## src/rtl/irq_pkg.sv

```systemverilog
// Shared constants for the interrupt request controller: register
// addresses, bit positions inside the core register and source indices.
package irq_pkg;
    localparam int unsigned DATA_W = 8;

    typedef enum logic [1:0] {
        REG_CORE  = 2'd0,
        REG_PFLAG = 2'd1,
        REG_PEN   = 2'd2,
        REG_PIN   = 2'd3
    } reg_sel_e;

    // bit positions in the core register
    localparam int unsigned CB_GIE    = 7;
    localparam int unsigned CB_PGE    = 6;
    localparam int unsigned CB_EXT_EN = 5;
    localparam int unsigned CB_TMR_EN = 4;
    localparam int unsigned CB_CHG_EN = 3;
    localparam int unsigned CB_EXT_F  = 2;
    localparam int unsigned CB_TMR_F  = 1;
    localparam int unsigned CB_CHG_F  = 0;

    // bit positions in the pin control register
    localparam int unsigned PB_EDGE   = 0;
    localparam int unsigned PB_ANALOG = 1;

    // core source indices
    localparam int unsigned SRC_EXT = 0;
    localparam int unsigned SRC_TMR = 1;
    localparam int unsigned SRC_CHG = 2;
    localparam int unsigned N_CORE  = 3;
endpackage

```

## src/rtl/irq_pin_edge.sv

```systemverilog
// Synchronizes the external pin and detects the selected edge.
// Assumes: the pin is asynchronous; analog mode forces the pin to read 0
// and suppresses any edge; edge_o is a one-cycle pulse.
module irq_pin_edge #(
    parameter int unsigned SYNC_STAGES = 2
) (
    input  logic clk,
    input  logic rst_n,
    input  logic pin_i,
    input  logic rise_sel_i,
    input  logic analog_i,
    output logic edge_o
);
    logic [SYNC_STAGES-1:0] sync_q;
    logic                   prev_q;
    logic                   level;

    // shift the pin through the synchronizer chain
    always_ff @(posedge clk) begin
        if (!rst_n) sync_q <= '0;
        else        sync_q <= {sync_q[SYNC_STAGES-2:0], pin_i};
    end

    assign level = sync_q[SYNC_STAGES-1] & ~analog_i;

    // remember the previous masked level
    always_ff @(posedge clk) begin
        if (!rst_n) prev_q <= 1'b0;
        else        prev_q <= level;
    end

    // pick the active transition, none in analog mode
    always_comb begin
        if (analog_i)        edge_o = 1'b0;
        else if (rise_sel_i) edge_o = level & ~prev_q;
        else                 edge_o = ~level & prev_q;
    end
endmodule

```

## src/rtl/irq_flag_bank.sv

```systemverilog
// A bank of sticky flags. A set pulse has priority over a software write,
// so an event is never lost when it meets a clearing write.
module irq_flag_bank #(
    parameter int unsigned N = 3
) (
    input  logic         clk,
    input  logic         rst_n,
    input  logic [N-1:0] set_i,
    input  logic         wr_i,
    input  logic [N-1:0] wr_val_i,
    output logic [N-1:0] flag_o
);
    for (genvar i = 0; i < N; i++) begin : g_flag
        // hold, set on event, or take the software value
        always_ff @(posedge clk) begin
            if (!rst_n)        flag_o[i] <= 1'b0;
            else if (set_i[i]) flag_o[i] <= 1'b1;
            else if (wr_i)     flag_o[i] <= wr_val_i[i];
        end
    end
endmodule

```

## src/rtl/irq_ctrl.sv

```systemverilog
// Interrupt request controller top. It holds the enable registers and the
// global enable, combines flags into the request and wake outputs, and
// issues the dispatch pulse.
// Assumes: N_PERIPH <= 8, and the event inputs are synchronous one-cycle
// pulses.
module irq_ctrl
    import irq_pkg::*;
#(
    parameter int unsigned N_PERIPH    = 7,
    parameter int unsigned SYNC_STAGES = 2,
    parameter int unsigned VEC_W       = 13,
    parameter logic [VEC_W-1:0] VECTOR_ADDR = 'h4,
    parameter logic [N_CORE+N_PERIPH-1:0] WAKE_MASK = {{N_PERIPH{1'b1}}, 3'b101}
) (
    input  logic                clk,
    input  logic                rst_n,
    input  logic                ext_pin_i,
    input  logic                chg_evt_i,
    input  logic                tmr_ovf_i,
    input  logic [N_PERIPH-1:0] periph_evt_i,
    input  logic                wr_en_i,
    input  logic [1:0]          wr_addr_i,
    input  logic [DATA_W-1:0]   wr_data_i,
    input  logic [1:0]          rd_addr_i,
    output logic [DATA_W-1:0]   rd_data_o,
    input  logic                gie_clr_i,
    input  logic                rfi_i,
    output logic                irq_req_o,
    output logic                vec_take_o,
    output logic [VEC_W-1:0]    vec_addr_o,
    output logic                wake_o
);
    localparam logic [N_CORE-1:0]   CORE_WAKE = WAKE_MASK[N_CORE-1:0];
    localparam logic [N_PERIPH-1:0] PER_WAKE  = WAKE_MASK[N_CORE+N_PERIPH-1:N_CORE];

    logic [N_CORE-1:0]   core_set, core_wr_val, core_flag, core_en_q;
    logic [N_PERIPH-1:0] pflag, pen_q;
    logic gie_q, pge_q, edge_sel_q, analog_q, vec_q, ext_edge;
    logic wr_core, wr_pflag, wr_pen, wr_pin, take;
    logic core_any, per_any;

    assign wr_core  = wr_en_i && (wr_addr_i == REG_CORE);
    assign wr_pflag = wr_en_i && (wr_addr_i == REG_PFLAG);
    assign wr_pen   = wr_en_i && (wr_addr_i == REG_PEN);
    assign wr_pin   = wr_en_i && (wr_addr_i == REG_PIN);

    irq_pin_edge #(.SYNC_STAGES(SYNC_STAGES)) u_edge (
        .clk        (clk),
        .rst_n      (rst_n),
        .pin_i      (ext_pin_i),
        .rise_sel_i (edge_sel_q),
        .analog_i   (analog_q),
        .edge_o     (ext_edge)
    );

    // route events and written values to core source indices
    always_comb begin
        core_set[SRC_EXT]    = ext_edge;
        core_set[SRC_TMR]    = tmr_ovf_i;
        core_set[SRC_CHG]    = chg_evt_i;
        core_wr_val[SRC_EXT] = wr_data_i[CB_EXT_F];
        core_wr_val[SRC_TMR] = wr_data_i[CB_TMR_F];
        core_wr_val[SRC_CHG] = wr_data_i[CB_CHG_F];
    end

    irq_flag_bank #(.N(N_CORE)) u_core_flags (
        .clk      (clk),
        .rst_n    (rst_n),
        .set_i    (core_set),
        .wr_i     (wr_core),
        .wr_val_i (core_wr_val),
        .flag_o   (core_flag)
    );

    irq_flag_bank #(.N(N_PERIPH)) u_per_flags (
        .clk      (clk),
        .rst_n    (rst_n),
        .set_i    (periph_evt_i),
        .wr_i     (wr_pflag),
        .wr_val_i (wr_data_i[N_PERIPH-1:0]),
        .flag_o   (pflag)
    );

    // enable and pin control registers, written by software only
    always_ff @(posedge clk) begin
        if (!rst_n) begin
            core_en_q  <= '0;
            pge_q      <= 1'b0;
            pen_q      <= '0;
            edge_sel_q <= 1'b0;
            analog_q   <= 1'b0;
        end else begin
            if (wr_core) begin
                core_en_q[SRC_EXT] <= wr_data_i[CB_EXT_EN];
                core_en_q[SRC_TMR] <= wr_data_i[CB_TMR_EN];
                core_en_q[SRC_CHG] <= wr_data_i[CB_CHG_EN];
                pge_q              <= wr_data_i[CB_PGE];
            end
            if (wr_pen) pen_q <= wr_data_i[N_PERIPH-1:0];
            if (wr_pin) begin
                edge_sel_q <= wr_data_i[PB_EDGE];
                analog_q   <= wr_data_i[PB_ANALOG];
            end
        end
    end

    assign core_any  = |(core_flag & core_en_q);
    assign per_any   = pge_q & (|(pflag & pen_q));
    assign irq_req_o = gie_q & (core_any | per_any);
    assign take      = irq_req_o & ~gie_clr_i;

    // global enable: dispatch and clear strobe beat return, return beats software
    always_ff @(posedge clk) begin
        if (!rst_n)                gie_q <= 1'b0;
        else if (take | gie_clr_i) gie_q <= 1'b0;
        else if (rfi_i)            gie_q <= 1'b1;
        else if (wr_core)          gie_q <= wr_data_i[CB_GIE];
    end

    // register the dispatch pulse for the core
    always_ff @(posedge clk) begin
        if (!rst_n) vec_q <= 1'b0;
        else        vec_q <= take;
    end

    assign vec_take_o = vec_q;
    assign vec_addr_o = VECTOR_ADDR;
    assign wake_o     = (|(core_flag & core_en_q & CORE_WAKE))
                      | (pge_q & (|(pflag & pen_q & PER_WAKE)));

    // register read multiplexer
    always_comb begin
        rd_data_o = '0;
        unique case (rd_addr_i)
            REG_CORE: begin
                rd_data_o[CB_GIE]    = gie_q;
                rd_data_o[CB_PGE]    = pge_q;
                rd_data_o[CB_EXT_EN] = core_en_q[SRC_EXT];
                rd_data_o[CB_TMR_EN] = core_en_q[SRC_TMR];
                rd_data_o[CB_CHG_EN] = core_en_q[SRC_CHG];
                rd_data_o[CB_EXT_F]  = core_flag[SRC_EXT];
                rd_data_o[CB_TMR_F]  = core_flag[SRC_TMR];
                rd_data_o[CB_CHG_F]  = core_flag[SRC_CHG];
            end
            REG_PFLAG: rd_data_o[N_PERIPH-1:0] = pflag;
            REG_PEN:   rd_data_o[N_PERIPH-1:0] = pen_q;
            REG_PIN: begin
                rd_data_o[PB_EDGE]   = edge_sel_q;
                rd_data_o[PB_ANALOG] = analog_q;
            end
            default: rd_data_o = '0;
        endcase
    end
endmodule

```

## config.mk

```make
export PLATFORM = sky130hd
export DESIGN_NAME = irq_ctrl
export DESIGN_NICKNAME = d
export VERILOG_FILES = /design/src/rtl/irq_pkg.sv /design/src/rtl/irq_pin_edge.sv /design/src/rtl/irq_flag_bank.sv /design/src/rtl/irq_ctrl.sv
export SDC_FILE = /design/constraint.sdc
export NUM_CORES = 1
export LEC_CHECK = 0
export CAP_MARGIN = 20
export CORE_MARGIN = 2
export CORE_UTILIZATION = 30
export CTS_CLUSTER_DIAMETER = 100
export DETAILED_ROUTE_END_ITERATION = 8
export GPL_TIMING_DRIVEN = 0
export MAX_ROUTING_LAYER = met4
export SLEW_MARGIN = 20
export SYNTH_ARGS = -nofsm -noshare
export SYNTH_HDL_FRONTEND = slang
export SYNTH_SLANG_ARGS = --single-unit
```

## constraint.sdc

```tcl
create_clock -name clk -period 1.4 [get_ports clk]
set_input_delay 0.28 -clock clk [delete_from_list [all_inputs] [get_ports clk]]
set_output_delay 0.28 -clock clk [all_outputs]
set_load 0.02 [all_outputs]
```

After elaboration in Yosys (flattened, before gate mapping)
Index checks and enable logic that the tools add are counted.
{ "totals": {"register_bits": 28, "in_bits": 27, "out_inout_bits": 24, "elab_cells": 89} }
{ "op_classes": {"eq_ne": 6, "n_mux": 27, "bitwise": 16, "n_reduce_logical": 21} }
{ "op_table": {"columns": ["op", "n"], "rows": [
  ["1-bit two-way mux", 25],
  ["2-bit nonzero test", 11],
  ["5-bit one-hot mux with 3 select lines", 1],
  ["2-bit == test (second input constant)", 4],
  ["2-bit one-hot mux with 4 select lines", 1],
  ["7-bit AND", 1],
  ["7-bit OR reduction", 1],
  ["1-bit AND", 6],
  ["1-bit inverter", 5],
  ["2-bit by 1-bit == test with 1-bit output (second input constant)", 2],
  ["1-bit logical AND", 4],
  ["2-bit zero test", 2],
  ["2-bit OR reduction", 2],
  ["3-bit AND", 1],
  ["1-bit OR", 3],
  ["3-bit OR reduction", 1]
]} }

Depth between registers and ports, before layout
Gate-level depths: netlist of the first run.
{ "depth": {"depth_word": 8, "depth_mapped": 4} }

Hierarchy
From an unflattened synthesis of the first run, not the netlist that was laid out.
{ "unflattened": {"hier_cells": 143, "area_unflattened_um2": 1487.7} }
{ "modules_own_cells": {"columns": ["module", "instances", "cells_per_inst", "area_each_um2", "seq_area_each_um2"], "rows": [
  ["irq_ctrl", 1, 103, 958.4, 300.3],
  ["irq_flag_bank (u_per_flags)", 1, 22, 309.0, 140.1],
  ["irq_flag_bank (u_core_flags)", 1, 9, 116.4, 60.1],
  ["irq_pin_edge", 1, 9, 103.8, 60.1]
]} }

Least setup slack after synthesis of the first run
OpenSTA, ideal clock, no wires.
{ "synth_path": {"kind": "input to output", "startpoint": "in rd_addr_i[0]", "endpoint": "out rd_data_o[2]", "arrival_ns": 1.055, "slack_ns": 0.065, "cell_stages": 3, "n_path_buf": 1, "path_cell_list": "buf_2 > mux2i_1 > o21ai_0"} }
{ "synth_between": {"elab_chain_len": 2} }
{ "synth_lines": {"columns": ["element", "line", "source"], "rows": [
  ["start, declared", "irq_ctrl.sv:24", "input logic [1:0] rd_addr_i,"],
  ["2-bit == test (tied with other cells)", "irq_ctrl.sv:134", "unique case (rd_addr_i)"],
  ["5-bit one-hot mux with 3 select lines *", "irq_ctrl.sv:134", null],
  ["end, declared", "irq_ctrl.sv:25", "output logic [DATA_W-1:0] rd_data_o,"]
]} }
Every way passes the cells marked *; elsewhere a longest branch is shown, timed or not.

Worst setup path in the final report of the first run
{ "layout_path": {"startpoint": "reg pen_q[2]", "endpoint": "out wake_o"} }
{ "layout_between": {"elab_chain_len": 4} }
{ "layout_lines": {"columns": ["element", "line", "source"], "rows": [
  ["start, declared", "irq_ctrl.sv:37", "logic [N_PERIPH-1:0] pflag, pen_q;"],
  ["start signal, assigned", "irq_ctrl.sv:99", "if (wr_pen) pen_q <= wr_data_i[N_PERIPH-1:0];"],
  ["7-bit AND", "irq_ctrl.sv:129", "| (pge_q & (|(pflag & pen_q & PER_WAKE)));"],
  ["7-bit OR reduction", "irq_ctrl.sv:129", null],
  ["1-bit AND", "irq_ctrl.sv:129", null],
  ["1-bit OR", "irq_ctrl.sv:129", null],
  ["end, declared", "irq_ctrl.sv:31", "output logic wake_o"]
]} }
No other way between the ends.

==> results of run 1 <==
flip-flops by register name, indices dropped and copies added, names as in the netlist, 2 cells and up:
| signal | flops |
|---|---|
| core_en_q | 3 |
| u_per_flags.flag_o | 7 |
| pen_q | 7 |
| u_edge.sync_q | 2 |
| u_core_flags.flag_o | 3 |
area by class of cell:
type | instances | area (sq um)
fill | 468 | 2610
multi-input combinational | 105 | 828
sequential | 28 | 584
timing repair buffer | 44 | 399
buffer | 19 | 135
tap | 67 | 83.8
clock buffer | 3 | 41.3
clock inverter | 1 | 30.0
inverter | 3 | 11.3
layer usage:
metal  part of all wire  GRT usage  routed length (microns)
met3              0.058     0.0357                      204
met1               0.47      0.178                     1650
met2               0.47      0.213                     1640
met5                  0          -                        0
met4             0.0034     0.0182                       12
power by group:
group	internal, mW	switching (mW)	leakage [nW]
sequential	0.840	0.0302	0.236
clock	0.383	0.256	0.0357
combinational	0.208	0.166	0.639
what timing repair did:
action,4_1_cts,5_1_grt
buffers inserted,5,4
endpoints found under the setup margin,21,11
resized for setup,71,24
pin swaps,2,5
cell usage after synthesis, types with 3 or more instances:
library cell | number | share of area
mux2i_1 | 18 | 0.12
mux2_2 | 10 | 0.077
o21ai_0 | 6 | 0.021
nor2b_1 | 14 | 0.060
nand2_1 | 7 | 0.018
dfxtp_1 | 28 | 0.38
inv_1 | 3 | 0.0077
buf_4 | 13 | 0.067
buf_2 | 3 | 0.010
a22oi_1 | 3 | 0.015
o21a_1 | 10 | 0.051
worst max-delay path, stage by stage (launching register included):
cell and delay, ns:
dfxtp_2 0.34, a222oi_1 0.39, a31o_2 0.27, nand2_2 0.07
buf_6 0.14
cell families (layout without fill, tap and decap cells):
kind of cell / count (synthesis) / in the layout
other cells: 2 / 13
buf+inv: 22 / 70
mux: 30 / 30
compound gates: 27 / 27
simple gates: 35 / 35
flops: 28 / 28
worst max path at each step:
| stage | start | endpoint | slack, ns | cells past startpoint |
|---|---|---|---|---|
| floorplan | rd_addr_i[0] | rd_data_o[2] | 0.07 | 3 |
| global placement | rd_addr_i[1] | rd_data_o[5] | -0.61 | 5 |
| detailed placement | rd_addr_i[1] | rd_data_o[5] | -0.61 | 5 |
| CTS | u_per_flags.flag_o[2]$_SDFFE_PN0P_ | wake_o | -0.40 | 4 |
| global route | pen_q[2]$_SDFFE_PN0P_ | wake_o | -0.46 | 4 |
| finish | pen_q[2]$_SDFFE_PN0P_ | wake_o | -0.37 | 4 |
==> qor.csv, run 1 <==
metric,value,unit
crit-path max FO,3,
kind of critical path,reg -> out,
R2R cell count,5,
vias in the first global route,1087,
Hold EP,u_edge.sync_q[1]$_SDFF_PN0_,
Syn Inst Count,144,
initial antenna violation count,0,
most frequent cells in the layout,"buf_4, clkdlybuf4s50_1, mux2i_1",
CTS tree,built,
final worst slack,-0.368,ns
reg2reg start,pen_q[2]$_SDFFE_PN0P_,
most common flop cell mapped by yosys,dfxtp_1,
mux contribution to synthesized area,0.231,
PortBufs,35,
final net count,231,
Post-Synth Simple-Gate Area,0.154,
largest family of logic cells by synthesized area,multiplexers,
Synth cell types,33,
Final Instance Count excl. Fillers,270,
Vias/cell,4.32,
Final HPWL DP,2.49,mm
"reg-to-reg slack, setup",0.03,ns
status,"finished, violations left",
layout cell share with drive strength beyond 1,0.404,
Compound-Gate Fraction of Synth Area,0.128,
ys async rst share,0,
unrepaired setup endpoints after global routing,yes,
"most common cell after layout, fill and taps aside",buf_4,
Core ar.,4720,sq um
final hold vios,0,
CP Data Required Time,1.12,ns
Pre-Repair DR Iteration Count,4,
DRT antenna net count,0,
sequential share of the synthesized area,0.384,
Max-Cap Viols,0,
Std-Cell Rows,25,
Horiz. Die Dim,73.8,microns
Max IR drop VDD,767,uV
reg2reg end,gie_q$_SDFFE_PP0P_,
largest net degree at the start of global routing,17,
#FFs+latches synth,28,
gr usage total,0.135,
Fmax,0.565,GHz
WL final,3.51,mm
synthesized area,1460,sq um
Worst Skew,0.00664,ns
Clock transition at path regs,0.10,ns
clk root buf,clkbuf_8,
power per cell area,891,nW/um^2
P_leak,0.911,nW
hold_buf cts,0,
"Area growth, synth to finish",44.6,%
worst hold margin,0.441,ns
final total power,1.88,mW
DP Worst Slack,-0.614,ns
routed len/inst,13.0,microns
GP Congestion,0.761,
H-tree depth,1,
GR Overflow Total,0,
crit share post-route,1.26,
Hold/Removal Path Class,reg -> reg,
DR DRC count,0,
Synth Warn #,0,
adder-cell area share of the yosys netlist,0,
Sink Count,28,
Clock Path Buffers,2,
"Slew Viols, Final",0,
hold wc startpoint,u_edge.sync_q[0]$_SDFF_PN0_,
Initial DRC Count,31,
failing checks,setup timing,
Crit path arrival time,1.49,ns
hold depth,1,
Chip Height,73.8,microns
Critical Path Source Type,flop,
clk_lat worst skew,0.28,ns
Initial Util,0.309,
Post-synth EDFFs,0,
Setup TNS Final,-0.971,ns
Placed Cells,257,
final core occ,0.447,
final setup violation count,4,
first-pass GRT wire length,5.33,mm
Final Cell Area,2110,sq um
Final min period,1.77,ns
Top Ports,51,
Post-Synth XOR/XNOR Area,0,
Die ar.,5450,sq um
Placement Cell Area,1940,sq um
CTS buffer count,3,
n_diodes,0,
Crit. End Element,primary output,
Syn Area/Cell,10.1,sq um
vias,1167,
No activity file was read; power rests on OpenSTA's default activity.
==> run 2, diff against run 1 <==
--- a/config.mk
+++ b/config.mk
@@ -5,6 +5,7 @@
 export SDC_FILE = /design/constraint.sdc
 export NUM_CORES = 1
 export LEC_CHECK = 0
+export ABC_AREA = 1
 export CAP_MARGIN = 20
 export CORE_MARGIN = 2
 export CORE_UTILIZATION = 30
==> run 2 against run 1 <==
The flow still finishes with violations (setup timing). Cell area decreased by 1.4%. Largest power group unchanged. Critical path type unchanged. Final cell count grew 24%. Critical path depth grew 5. Worst hold slack lost 0.016 ns.
==> qor.csv, run 2 <==
metric,value,unit
Placement Cell Area,1920,sq um
most frequent cells in the layout,"nand2_1, inv_1, nor2_1",
Post-synth EDFFs,0,
Compound-Gate Fraction of Synth Area,0.167,
synthesized area,1440,sq um
Max-Cap Viols,0,
Worst path top cell family by delay,simple AND/OR/NAND/NOR gates,
H-tree depth,1,
vias in the first global route,1279,
Vias/cell,4.30,
ys async rst share,0,
sequential share of the synthesized area,0.389,
largest cells by area after synthesis,"dfxtp_1, nand2_1, inv_1",
hold wc startpoint,u_edge.sync_q[0]$_SDFF_PN0_,
P_leak,1.05,nW
crit-path max FO,3,
hold_buf cts,0,
Sink Count,28,
kind of critical path,reg -> out,
Pre-Repair DR Iteration Count,4,
unrepaired setup endpoints after global routing,yes,
n_diodes,0,
Clock Path Buffers,2,
Hold/Removal Path Class,reg -> reg,
Final min period,1.55,ns
Std-Cell Rows,25,
GR Util met2,0.230,
largest family of logic cells by synthesized area,simple AND/OR/NAND/NOR gates,
Die ar.,5380,sq um
reg2reg end,vec_take_o$_SDFF_PN0_,
power per cell area,861,nW/um^2
adder-cell area share of the yosys netlist,0,
R2R cell count,11,
M3 GR Usage,0.0288,
GRT met1 Usage,0.190,
final setup violation count,2,
Synth Warn #,0,
CTS buffer count,3,
Syn Area/Cell,6.53,sq um
Core ar.,4690,sq um
"Slew Viols, Final",0,
Largest regs,"pen_q: 7 flops, u_per_flags.flag_o: 7 flops",
mux contribution to synthesized area,0,
Crit. End Element,primary output,
Post-Synth XOR/XNOR Area,0,
layout cell share with drive strength beyond 1,0.259,
Initial DRC Count,63,
Top Usage Layer GRT,met2,
"most common cell after layout, fill and taps aside",nand2_1,
Initial Util,0.307,
"Area growth, synth to finish",44.5,%
WL final,3.63,mm
"reg-to-reg slack, setup",0.14,ns
Final Cell Area,2080,sq um
clk_lat worst skew,0.28,ns
total stage count of the critical path,9,
initial antenna violation count,0,
Syn Inst Count,221,
"slowest stage delay, CP",0.34,ns
first-pass GRT wire length,5.93,mm
Worst Skew,0.00279,ns
failing checks,setup timing,
Clock transition at path regs,0.10,ns
Horiz. Die Dim,73.3,microns
status,"finished, violations left",
most common flop cell mapped by yosys,dfxtp_1,
Post-synth top cells,"nand2_1, inv_1, dfxtp_1, nor2_1, o21ai_0",
final worst slack,-0.152,ns
reg2reg start,u_per_flags.flag_o[1]$_SDFFE_PN0P_,
crit share post-route,1.11,
final net count,310,
Top Ports,51,
Crit path arrival time,1.27,ns
Fmax,0.644,GHz
Chip Height,73.3,microns
DR DRC count,0,
CP Data Required Time,1.12,ns
Post-Synth Simple-Gate Area,0.263,
vias,1444,
"slowest stage cell, crit path",dfxtp_2,
largest net degree at the start of global routing,16,
clk root buf,clkbuf_8,
area share of the largest cell type after synthesis,0.389,
Synth cell types,22,
gr usage total,0.146,
CP bufs+invs,2,
routed len/inst,10.8,microns
Worst Setup SP,u_per_flags.flag_o[1]$_SDFFE_PN0P_,
CTS tree,built,
Critical Path Source Type,flop,
final core occ,0.444,
most frequent cell after synthesis,nand2_1,
GP Congestion,0.835,
#FFs+latches synth,28,
top cell type by total area after synthesis,dfxtp_1,
cells along the critical path,"nand2_1, nand2_1, nor2_1, nand2_1, nand2_2, nand2_2, nand2_2, inv_2, buf_6",
PortBufs,37,
GR Overflow Total,0,
Hold EP,u_edge.sync_q[1]$_SDFF_PN0_,
Max IR drop VDD,377,uV
final hold vios,0,
Final HPWL DP,2.81,mm
DRT antenna net count,0,
hold depth,2,
==> run 2: cell types whose count changed after synthesis, moves of 6 or more <==
cell	previous run	this run
a21oi_1	2	12
inv_1	3	35
mux2_2	10	0
mux2i_1	18	0
nand2_1	7	60
nor2_1	1	28
nor2b_1	14	0
o21a_1	10	0
o21ai_0	6	15
o21ai_1	0	6
==> run 2: cell families (layout without fill, tap and decap cells) <==
group / Yosys count / after routing
simple gates: 96 / 96
buf+inv: 52 / 102
compound gates: 43 / 43
flops: 28 / 28
other cells: 2 / 13
==> run 2: stage by stage <==
stage	hold WS, ns	setup WS (ns)	instances	setup TNS (ns)	total power [mW]
finish	0.424	-0.152	336	-0.204	1.79
global route	0.451	-0.237	336	-0.388	1.89
CTS	0.425	-0.156	338	-0.286	1.78
detailed placement	0.401	-0.980	323	-11.75	1.26
global placement	0.406	-0.976	323	-11.39	1.26
floorplan	0.378	0.113	232	0	1.10
==> run 2: area by class of cell <==
| cell class | count | area, sq um |
|---|---|---|
| Multi-Input combinational cell | 152 | 713 |
| Sequential cell | 28 | 581 |
| Clock buffer | 4 | 55.1 |
| Inverter | 36 | 138 |
| Buffer | 16 | 118 |
| Fill cell | 497 | 2610 |
| Timing Repair Buffer | 46 | 413 |
| Tap cell | 54 | 67.6 |
==> run 2: how the worst max path moves through the flow <==
stage | end | slack [ns]
4_1_cts | irq_req_o | -0.16
5_1_grt | irq_req_o | -0.24
3_5_place_dp | rd_data_o[5] | -0.98
6_report | irq_req_o | -0.15
2_1_floorplan | rd_data_o[2] | 0.11
3_3_place_gp | rd_data_o[5] | -0.98
==> run 2: repair_timing <==
item / in CTS / in global routing
endpoints found under the setup margin: 11 / 16
pin swaps: 5 / 8
buffers inserted: 11 / 1
resized for setup: 75 / 20
==> run 2: per-layer routing <==
metal / up-vias / wire [microns]
li1: 782 / -
met2: 39 / 1670
met5: - / 0
met1: 617 / 1730
met4: 0 / 61
met3: 6 / 171
==> run 2: worst reg2reg max path: stages, from the launching register on <==
cell and delay [ns]:
dfxtp_2 0.35, nand2_1 0.05, nand2_1 0.06, nor2_1 0.05, nand2_1 0.08, nand2_2 0.06
nand2_2 0.07, nand2_2 0.07, buf_6 0.11, buf_4 0.11, buf_4 0.12, nor2_1 0.08
==> run 2: power breakdown <==
part | leakage [nW] | internal (mW) | total [mW] | switching (mW)
registers | 0.236 | 0.848 | 0.879 | 0.0311
logic | 0.783 | 0.187 | 0.395 | 0.209
clock network | 0.0288 | 0.252 | 0.519 | 0.267
total | 1.05 | 1.29 | 1.79 | 0.506
